[src/rtl/sram_arb_pkg.sv]
package sram_arb_pkg;

  typedef enum logic [1:0] {
    POL_ALT     = 2'b00,
    POL_ALT_BD  = 2'b01,
    POL_CPU_HI  = 2'b10,
    POL_BD_HI   = 2'b11
  } arb_pol_e;

  localparam int PORT_CPU = 0;
  localparam int PORT_BD  = 1;
  localparam int N_PORTS  = 2;

endpackage

[src/rtl/sram_arb_pick.sv]
module sram_arb_pick
  import sram_arb_pkg::*;
#(
  parameter int BD_RUN = 2
) (
  input  logic                clk,
  input  logic                rst,
  input  arb_pol_e            pol,
  input  logic [N_PORTS-1:0]  req,
  output logic [N_PORTS-1:0]  gnt
);

  localparam int RUN_W = $clog2(BD_RUN + 1);
  localparam logic [RUN_W-1:0] RUN_MAX = RUN_W'(BD_RUN);

  logic             last_bd;
  logic [RUN_W-1:0] bd_run;
  logic             both;
  logic             take_bd;

  always_comb begin
    both    = req[PORT_CPU] & req[PORT_BD];
    take_bd = 1'b0;
    if (both) begin
      case (pol)
        POL_ALT:    take_bd = ~last_bd;
        POL_ALT_BD: take_bd = (bd_run < RUN_MAX);
        POL_CPU_HI: take_bd = 1'b0;
        default:    take_bd = 1'b1;
      endcase
    end else begin
      take_bd = req[PORT_BD];
    end
    gnt           = '0;
    gnt[PORT_BD]  = ~rst & req[PORT_BD] & take_bd;
    gnt[PORT_CPU] = ~rst & req[PORT_CPU] & ~take_bd;
  end

  always_ff @(posedge clk) begin
    if (rst) begin
      last_bd <= 1'b1;
      bd_run  <= '0;
    end else if (gnt[PORT_BD]) begin
      last_bd <= 1'b1;
      if (bd_run < RUN_MAX) bd_run <= bd_run + 1'b1;
    end else if (gnt[PORT_CPU]) begin
      last_bd <= 1'b0;
      bd_run  <= '0;
    end
  end

  // a single winner, only among requesters, lone requester served
  a_r1_one_grant: assert property (@(posedge clk) disable iff (rst)
    !(gnt[PORT_CPU] && gnt[PORT_BD]));
  a_r1_grant_needs_req: assert property (@(posedge clk) disable iff (rst)
    ((gnt & ~req) == '0));
  a_r1_lone_served: assert property (@(posedge clk) disable iff (rst)
    (req[PORT_CPU] ^ req[PORT_BD]) |-> (gnt != '0));

  // consecutive alternation contentions never repeat the processor
  a_r2_alternate: assert property (@(posedge clk) disable iff (rst)
    (both && pol == POL_ALT && gnt[PORT_CPU])
      |=> !(both && pol == POL_ALT && gnt[PORT_CPU]));

  // fixed priorities
  a_r4_cpu_first: assert property (@(posedge clk) disable iff (rst)
    (pol == POL_CPU_HI && req[PORT_CPU]) |-> gnt[PORT_CPU]);
  a_r5_bd_first: assert property (@(posedge clk) disable iff (rst)
    (pol == POL_BD_HI && req[PORT_BD]) |-> gnt[PORT_BD]);

  generate
    if (BD_RUN == 2) begin : g_run_chk
      // after two contention wins by the backdoor, the processor wins
      a_r3_bd_yields: assert property (@(posedge clk) disable iff (rst)
        (both && pol == POL_ALT_BD && gnt[PORT_BD] &&
         $past(!rst && both && pol == POL_ALT_BD && gnt[PORT_BD]))
          |=> (!(both && pol == POL_ALT_BD) || gnt[PORT_CPU]));
    end
  endgenerate

endmodule

[src/rtl/sram_arb_mux.sv]
module sram_arb_mux
  import sram_arb_pkg::*;
#(
  parameter int ADDR_W = 10,
  parameter int DATA_W = 32
) (
  input  logic                clk,
  input  logic                rst,
  input  logic                wprot,
  input  logic [N_PORTS-1:0]  gnt,
  input  logic [N_PORTS-1:0]  we,
  input  logic [ADDR_W-1:0]   addr [N_PORTS],
  input  logic [DATA_W-1:0]   wdata [N_PORTS],
  output logic                ram_en,
  output logic                ram_we,
  output logic [ADDR_W-1:0]   ram_addr,
  output logic [DATA_W-1:0]   ram_wdata
);

  logic sel_bd;
  logic sel_we;
  logic any;
  logic blocked;

  always_comb begin
    sel_bd    = gnt[PORT_BD];
    any       = |gnt;
    sel_we    = sel_bd ? we[PORT_BD] : we[PORT_CPU];
    blocked   = sel_we & wprot;
    ram_en    = any & ~blocked;
    ram_we    = any & sel_we & ~wprot;
    ram_addr  = sel_bd ? addr[PORT_BD]  : addr[PORT_CPU];
    ram_wdata = sel_bd ? wdata[PORT_BD] : wdata[PORT_CPU];
  end

  // a protected write never strobes the array
  a_r7_no_strobe: assert property (@(posedge clk) disable iff (rst)
    (wprot && ((gnt & we) != '0)) |-> (!ram_en && !ram_we));

  // a granted unprotected access always strobes the array
  a_r6_strobe: assert property (@(posedge clk) disable iff (rst)
    ((gnt != '0) && ((gnt & we) == '0 || !wprot)) |-> ram_en);

endmodule

[src/rtl/sram_arb_resp.sv]
module sram_arb_resp
  import sram_arb_pkg::*;
(
  input  logic                clk,
  input  logic                rst,
  input  logic                wprot,
  input  logic [N_PORTS-1:0]  gnt,
  input  logic [N_PORTS-1:0]  we,
  output logic [N_PORTS-1:0]  done,
  output logic [N_PORTS-1:0]  err
);

  generate
    for (genvar p = 0; p < N_PORTS; p++) begin : g_port
      always_ff @(posedge clk) begin
        if (rst) begin
          done[p] <= 1'b0;
          err[p]  <= 1'b0;
        end else begin
          done[p] <= gnt[p];
          err[p]  <= gnt[p] & we[p] & wprot;
        end
      end

      // completion one cycle after each grant, none without
      a_r6_done_follows: assert property (@(posedge clk) disable iff (rst)
        gnt[p] |=> done[p]);
      a_r6_no_stray_done: assert property (@(posedge clk) disable iff (rst)
        !gnt[p] |=> !done[p]);
      // error only on a protected write
      a_r7_err_on_prot: assert property (@(posedge clk) disable iff (rst)
        (gnt[p] && we[p] && wprot) |=> err[p]);
      a_r10_no_err: assert property (@(posedge clk) disable iff (rst)
        (gnt[p] && !(we[p] && wprot)) |=> !err[p]);
    end
  endgenerate

endmodule

[src/rtl/sram_port_arbiter.sv]
module sram_port_arbiter
  import sram_arb_pkg::*;
#(
  parameter int ADDR_W = 10,
  parameter int DATA_W = 32,
  parameter int BD_RUN = 2
) (
  input  logic              clk,
  input  logic              rst,
  input  logic [1:0]        cfg_mode,
  input  logic              cfg_wprot,
  input  logic              cpu_req,
  input  logic              cpu_we,
  input  logic [ADDR_W-1:0] cpu_addr,
  input  logic [DATA_W-1:0] cpu_wdata,
  output logic              cpu_gnt,
  output logic              cpu_done,
  output logic              cpu_err,
  output logic [DATA_W-1:0] cpu_rdata,
  input  logic              bd_req,
  input  logic              bd_we,
  input  logic [ADDR_W-1:0] bd_addr,
  input  logic [DATA_W-1:0] bd_wdata,
  output logic              bd_gnt,
  output logic              bd_done,
  output logic              bd_err,
  output logic [DATA_W-1:0] bd_rdata,
  output logic              ram_en,
  output logic              ram_we,
  output logic [ADDR_W-1:0] ram_addr,
  output logic [DATA_W-1:0] ram_wdata,
  input  logic [DATA_W-1:0] ram_rdata
);

  logic [N_PORTS-1:0] req;
  logic [N_PORTS-1:0] we;
  logic [N_PORTS-1:0] gnt;
  logic [N_PORTS-1:0] done;
  logic [N_PORTS-1:0] err;
  logic [ADDR_W-1:0]  addr  [N_PORTS];
  logic [DATA_W-1:0]  wdata [N_PORTS];

  always_comb begin
    req[PORT_CPU]   = cpu_req;
    req[PORT_BD]    = bd_req;
    we[PORT_CPU]    = cpu_we;
    we[PORT_BD]     = bd_we;
    addr[PORT_CPU]  = cpu_addr;
    addr[PORT_BD]   = bd_addr;
    wdata[PORT_CPU] = cpu_wdata;
    wdata[PORT_BD]  = bd_wdata;
  end

  sram_arb_pick #(.BD_RUN(BD_RUN)) pick_i (
    .clk (clk),
    .rst (rst),
    .pol (arb_pol_e'(cfg_mode)),
    .req (req),
    .gnt (gnt)
  );

  sram_arb_mux #(.ADDR_W(ADDR_W), .DATA_W(DATA_W)) mux_i (
    .clk       (clk),
    .rst       (rst),
    .wprot     (cfg_wprot),
    .gnt       (gnt),
    .we        (we),
    .addr      (addr),
    .wdata     (wdata),
    .ram_en    (ram_en),
    .ram_we    (ram_we),
    .ram_addr  (ram_addr),
    .ram_wdata (ram_wdata)
  );

  sram_arb_resp resp_i (
    .clk   (clk),
    .rst   (rst),
    .wprot (cfg_wprot),
    .gnt   (gnt),
    .we    (we),
    .done  (done),
    .err   (err)
  );

  assign cpu_gnt   = gnt[PORT_CPU];
  assign bd_gnt    = gnt[PORT_BD];
  assign cpu_done  = done[PORT_CPU];
  assign bd_done   = done[PORT_BD];
  assign cpu_err   = err[PORT_CPU];
  assign bd_err    = err[PORT_BD];
  assign cpu_rdata = ram_rdata;
  assign bd_rdata  = ram_rdata;

  // nothing is granted or strobed while reset is held
  a_r9_quiet_reset: assert property (@(posedge clk)
    rst |-> (!cpu_gnt && !bd_gnt && !ram_en));

endmodule

[config.mk]
export PLATFORM = sky130hd
export DESIGN_NAME = sram_port_arbiter
export DESIGN_NICKNAME = d
export VERILOG_FILES = /design/src/rtl/sram_arb_pkg.sv /design/src/rtl/sram_arb_pick.sv /design/src/rtl/sram_arb_mux.sv /design/src/rtl/sram_arb_resp.sv /design/src/rtl/sram_port_arbiter.sv
export SDC_FILE = /design/constraint.sdc
export NUM_CORES = 1
export LEC_CHECK = 0
export CORE_AREA = 2 2 94 96
export DETAILED_ROUTE_END_ITERATION = 10
export DIE_AREA = 0 0 96 98
export MAX_ROUTING_LAYER = met4
export PLACE_DENSITY = 0.78
export SLEW_MARGIN = 20
export SYNTH_ARGS = -nofsm -noshare
export SYNTH_HDL_FRONTEND = slang
export SYNTH_SLANG_ARGS = --single-unit
[constraint.sdc]
create_clock -name clk -period 2.6 [get_ports clk]
set_clock_uncertainty 0.1 [all_clocks]
set_input_delay 0.78 -clock clk [delete_from_list [all_inputs] [get_ports clk]]
set_output_delay 0.78 -clock clk [all_outputs]
set_load 0.05 [all_outputs]
Yosys cells after proc, flatten, opt, wreduce, memory -nomap -nowiden. Index checks and enable logic that the tools add are counted. W data, S select, Z words.

Reductions and logical operators: 5. Bitwise logic cells: 18. Multiplexer cells: 8. $lt $le $gt $ge: 1. Eq/ne operators: 3. $add $sub $neg: 1.

Operators with widths (number): $mux W32 (1); $and A1 B1 Y1 (13); $mux W10 (1); $mux W2 (3); $not A1 Y1 (5); $reduce_or A2 Y1 (2); $pmux W1 S3 (1); $add A2 B1 Y2 const B (1); $eq A2 B1 Y1 const B (1); $eq A2 B2 Y1 const B (1); $logic_not A2 Y1 (1); $lt A2 B2 Y1 const B (1); $mux W1 (2); $ne A2 B1 Y1 const B (1); $reduce_and A2 Y1 (1); $reduce_bool A2 Y1 (1).

Output and inout bits: 114. Logic and storage cells: 42. Input port bits: 125. Register bits after elaboration: 7.

Depth between registers and ports, before layout.
Depth in word-level cells: 8. Mapped depth: 4. Depth with buffers taken out: 3.

Cells and area by module. From an unflattened synthesis, not the netlist that was laid out.

Cell total of the unflattened synthesis: 145. Area, all modules: 1462.7 um^2.

Modules (own cells, without submodules): sram_arb_mux (area an instance 700.7 um^2, cells an instance 53, times used 1, sequential area each 0.0 um^2); sram_port_arbiter (area an instance 480.5 um^2, cells an instance 64, times used 1, sequential area each 0.0 um^2); sram_arb_pick (area an instance 163.9 um^2, cells an instance 20, times used 1, sequential area each 60.1 um^2); sram_arb_resp (area an instance 117.6 um^2, cells an instance 8, times used 1, sequential area each 80.1 um^2).

Worst setup path before layout. No wires, ideal clock.

Path kind: input-to-output. Start: input bd_req. End: output ram_en. Slack: -0.643 ns. Required time: 1.720 ns. Stages: 4. Buffers on the path: 1. Arrival: 2.363 ns. Cell sequence: buf_2 and3_1 o211ai_1 nor3b_1.

Word-level cells in the longest chain between the ends: 7. Elaborated cells on any way between the ends: 11. Those cells by class: 2 x mux; 8 x bitwise; 1 x reduce/logical.

RTL lines: start, declared (RTL line sram_port_arbiter.sv:20) `input logic bd_req,`; $and A1 B1 Y1 (RTL line sram_arb_pick.sv:22) `both = req[PORT_CPU] & req[PORT_BD];`; $mux W1 (RTL line sram_arb_pick.sv:24) `if (both) begin`; $and A1 B1 Y1 (RTL line sram_arb_pick.sv:35) `gnt[PORT_BD] = ~rst & req[PORT_BD] & take_bd;`; $mux W1 (RTL line sram_arb_mux.sv:28) `sel_we = sel_bd ? we[PORT_BD] : we[PORT_CPU];`; $and A1 B1 Y1 (RTL line sram_arb_mux.sv:29) `blocked = sel_we & wprot;`; $not A1 Y1 (RTL line sram_arb_mux.sv:30) `ram_en = any & ~blocked;`; $and A1 B1 Y1 (*) (RTL line sram_arb_mux.sv:30); end, declared (RTL line sram_port_arbiter.sv:28) `output logic ram_en,`.

Mark *: on every way between the ends. The rest lies on a longest branch, timed or not.

Worst setup path after layout.
Start: input cfg_mode[1]. End: output ram_wdata[14].

Word-level cells in the longest chain between the ends: 5. Elaborated cells on any way between the ends: 7. Those cells by class: 2 x eq/ne; 3 x mux; 1 x bitwise; 1 x reduce/logical.

RTL lines: start, declared (RTL line sram_port_arbiter.sv:10) `input logic [1:0] cfg_mode,`; $eq A2 B2 Y1, or another cell as far along (RTL line sram_arb_pick.sv:25) `case (pol)`; $pmux W1 S3 (*) (RTL line sram_arb_pick.sv:25); $mux W1 (*) (RTL line sram_arb_pick.sv:24); $and A1 B1 Y1 (*) (RTL line sram_arb_pick.sv:35); $mux W32 (*) (RTL line sram_arb_mux.sv:33) `ram_wdata = sel_bd ? wdata[PORT_BD] : wdata[PORT_CPU];`; end, declared (RTL line sram_port_arbiter.sv:31) `output logic [DATA_W-1:0] ram_wdata,`.

Marks and branches as above.

==> results <==
-- layout make-up --
| type | instances | area share, % |
|---|---|---|
| clock buffers | 4 | 1.412 |
| inverters | 4 | 0.5882 |
| repair buffers | 172 | 60.12 |
| well taps | 108 | 4.235 |
| multi-input cells | 71 | 29.25 |
| flip-flops and latches | 7 | 4.392 |
-- worst paths after layout --
| path | depth (start not counted) | end | slack (ns) | from |
|---|---|---|---|---|
| worst min-delay path | 2 | pick_i.bd_run[1] | 0.46 | pick_i.bd_run[0] |
| worst max-delay path | 7 | ram_wdata[14] | -0.35 | cfg_mode[1] |
| worst max register to register | 8 | resp_i.err[1] | 0.93 | pick_i.last_bd |
| worst min register to register | 2 | pick_i.bd_run[1] | 0.46 | pick_i.bd_run[0] |
-- where the power goes --
group	switching, W	leakage, nW	internal [W]
logic	0.000347	1.37	0.000397
clock network	0.0000465	0.0228	0.000106
registers	0.00000356	0.0575	0.000113
-- repair_timing --
action / in CTS / in global routing
hold buffers: 0 / 0
buffers inserted: 9 / 5
cloned: 1 / 1
pin swaps: 11 / 1
setup endpoints to repair: 46 / 46
resized for setup: 75 / 14
-- cells by family (layout without fill, tap and decap cells) --
family	after synthesis	count (layout)	share of synthesized area, %
and+or+nand+nor	15	15	6.450
muxes	43	43	35.06
AOI/OAI and AO/OA	12	12	8.085
buffers and inverters	73	180	39.60
DFF	7	7	10.17
xor gates and xnor gates	1	1	0.6359
-- critical path, delay by kind of cell --
kind	cells	cell delay, ns
AND/OR/NAND/NOR	1	0.25
AO/OA/AOI/OAI	1	0.13
multiplexers	1	0.32
buffers and inverters	4	0.57
-- metal layers --
metal | vias up | global-route usage (%) | wire length (microns)
met3 | 21 | 2.315 | 613
met2 | 95 | 20.09 | 2911
li1 | 674 | - | -
met4 | 0 | 3.516 | 96
met1 | 666 | 10.24 | 1954
met5 | - | - | 0
-- flip-flops by register name, indices dropped and copies added (netlist names) --
name and flops:
pick_i.bd_run 2, resp_i.done 2, resp_i.err 2, pick_i.last_bd 1
-- metrics by stage --
step	setup TNS [ns]	setup slack [ns]	instances
global placement	-36.55	-0.8498	351
global route	-16.67	-0.3933	366
detailed placement	-39.12	-0.9029	351
finish	-14.60	-0.3520	366
CTS	-15.75	-0.4243	363
floorplan	-5.582	-0.1447	151
-- synth_stat cells (all sizes together) --
library cell,number,area (sq um)
nand2b,1,6.260
nor2b,1,6.260
nand3b,3,22.52
buf,69,530.5
and3,2,12.51
a211oi,1,7.510
nor2,2,7.510
nor3,2,10.01
o211a,1,10.01
o21ai,1,5.000
o2111ai,1,26.28
a311oi,2,17.52
o21bai,1,7.510
nor3b,1,7.510
a31oi,1,6.260
xnor2,1,8.760
o21ba,1,10.01
o211ai,1,7.510
inv,4,15.01
mux2i,1,10.01
nand2,2,7.510
a21oi,1,5.000
nand4b,1,8.760
dfxtp,7,140.1
mux2,42,473.0
a211o,1,8.760
==> out/metrics.yaml <==
worst_setup_path:
  cp.arrival_ns: 2.07
  cp_max_fo: 8
  critPathKind: "input port to output port"
  endpoint_kind: "output port"
  worstPathCellList: "buf_8 -> nand4b_1 -> o2111ai_4 -> buf_12 -> buf_12 -> mux2_4 -> buf_8"
  crit_path_start_kind: "input port"
  required_ns: 1.72
  crit_slowest_cell: "mux2_4"
  crit_path_max_incr_delay_ns: 0.32
place:
  place_hpwl_mm: 4.459
  io_buffers: 142
  placed_area_sq_um: 2798
  globalplace.congestion: 0.7245
pwr:
  p_leak_nw: 1.446
  powerDensity_nw_per_um2: 317.6
  ir_worst_vdd_uv: 239.7
  p_total_w: 0.001013
sta:
  hold_viol: 0
  drv_slew: 0
  min_period_over_period_pct: 113.5
  tightest_slew_ns: 0.5120
  slew_headroom_pct: 65.76
  holdWs_ns: 0.4581
  rsz0062_at_grt: "yes"
  fmaxAchievable_mhz: 338.8
  setup_viol: 46
  worst_slack_ns: -0.3520
  post-route-min-period_ns: 2.952
synth:
  seq_area_frac_synth_pct: 10.17
  yosys_warnings: 0
  synth_fp_nets: 276
  yosysUniqueCellTypes: 28
  synthCells: 151
  synth.avg_cell_area_sq_um: 9.123
  synth_seq_cells: 7
  netlist_area_sq_um: 1378
die:
  die_h_microns: 98
  rows: 34
  design.core.area_sq_um: 8466
  initial_core_util_pct: 16.27
  ios: 239
  die_area_sq_um: 9408
  die_w_microns: 96
clocking:
  clock_path_buffers: 2
  root_buffer: "clkbuf_8"
  cts_tree: "yes"
  cts_made_buffers: 3
  clock_sinks: 7
  htreeDepth: 1
  clk_latency_ns: 0.22
  clk_pin_slew_ns: 0.04
finish:
  antenna-diode-count: 0
  layout_commonest_cell: "clkdlybuf4s50_1"
  final_layout_size_suffix_gt1_share_pct: 54.26
  fin_nets: 384
  seq_area_sq_um: 140.1
  post-route-util_pct: 37.69
  post-route-cell-area_sq_um: 3191
  areaGrowthSynthToFinish_pct: 131.6
  fillers: 818
  multi_input_area_sq_um: 933.4
  final_cell_mix: "88 x clkdlybuf4s50_1, 41 x mux2_4, 39 x buf_6"
routing:
  ant_nets: 0
  vias: 1456
  routed_wl_mm: 5.575
  vias_per_cell: 3.978
  drtIter0Drc: 20
  drtPass1Iterations: 4
  wl_per_cell_microns: 15.23
  drc: 0
flow_run:
  max_cap_violations: 0
global_route:
  grt_overflow: 0
  grt_max_degree: 10
  grt_pass1_wl_mm: 7.603
  grt_pass1_vias: 1576
  grt.total_usage_pct: 10.57
  antenna_found_initial: 0
run_status:
  violations: "setup timing"
  outcome: "complete, but fails checks"
hold_path:
  min_path_type: "register to register"
No activity file was read; power rests on OpenSTA's default activity.
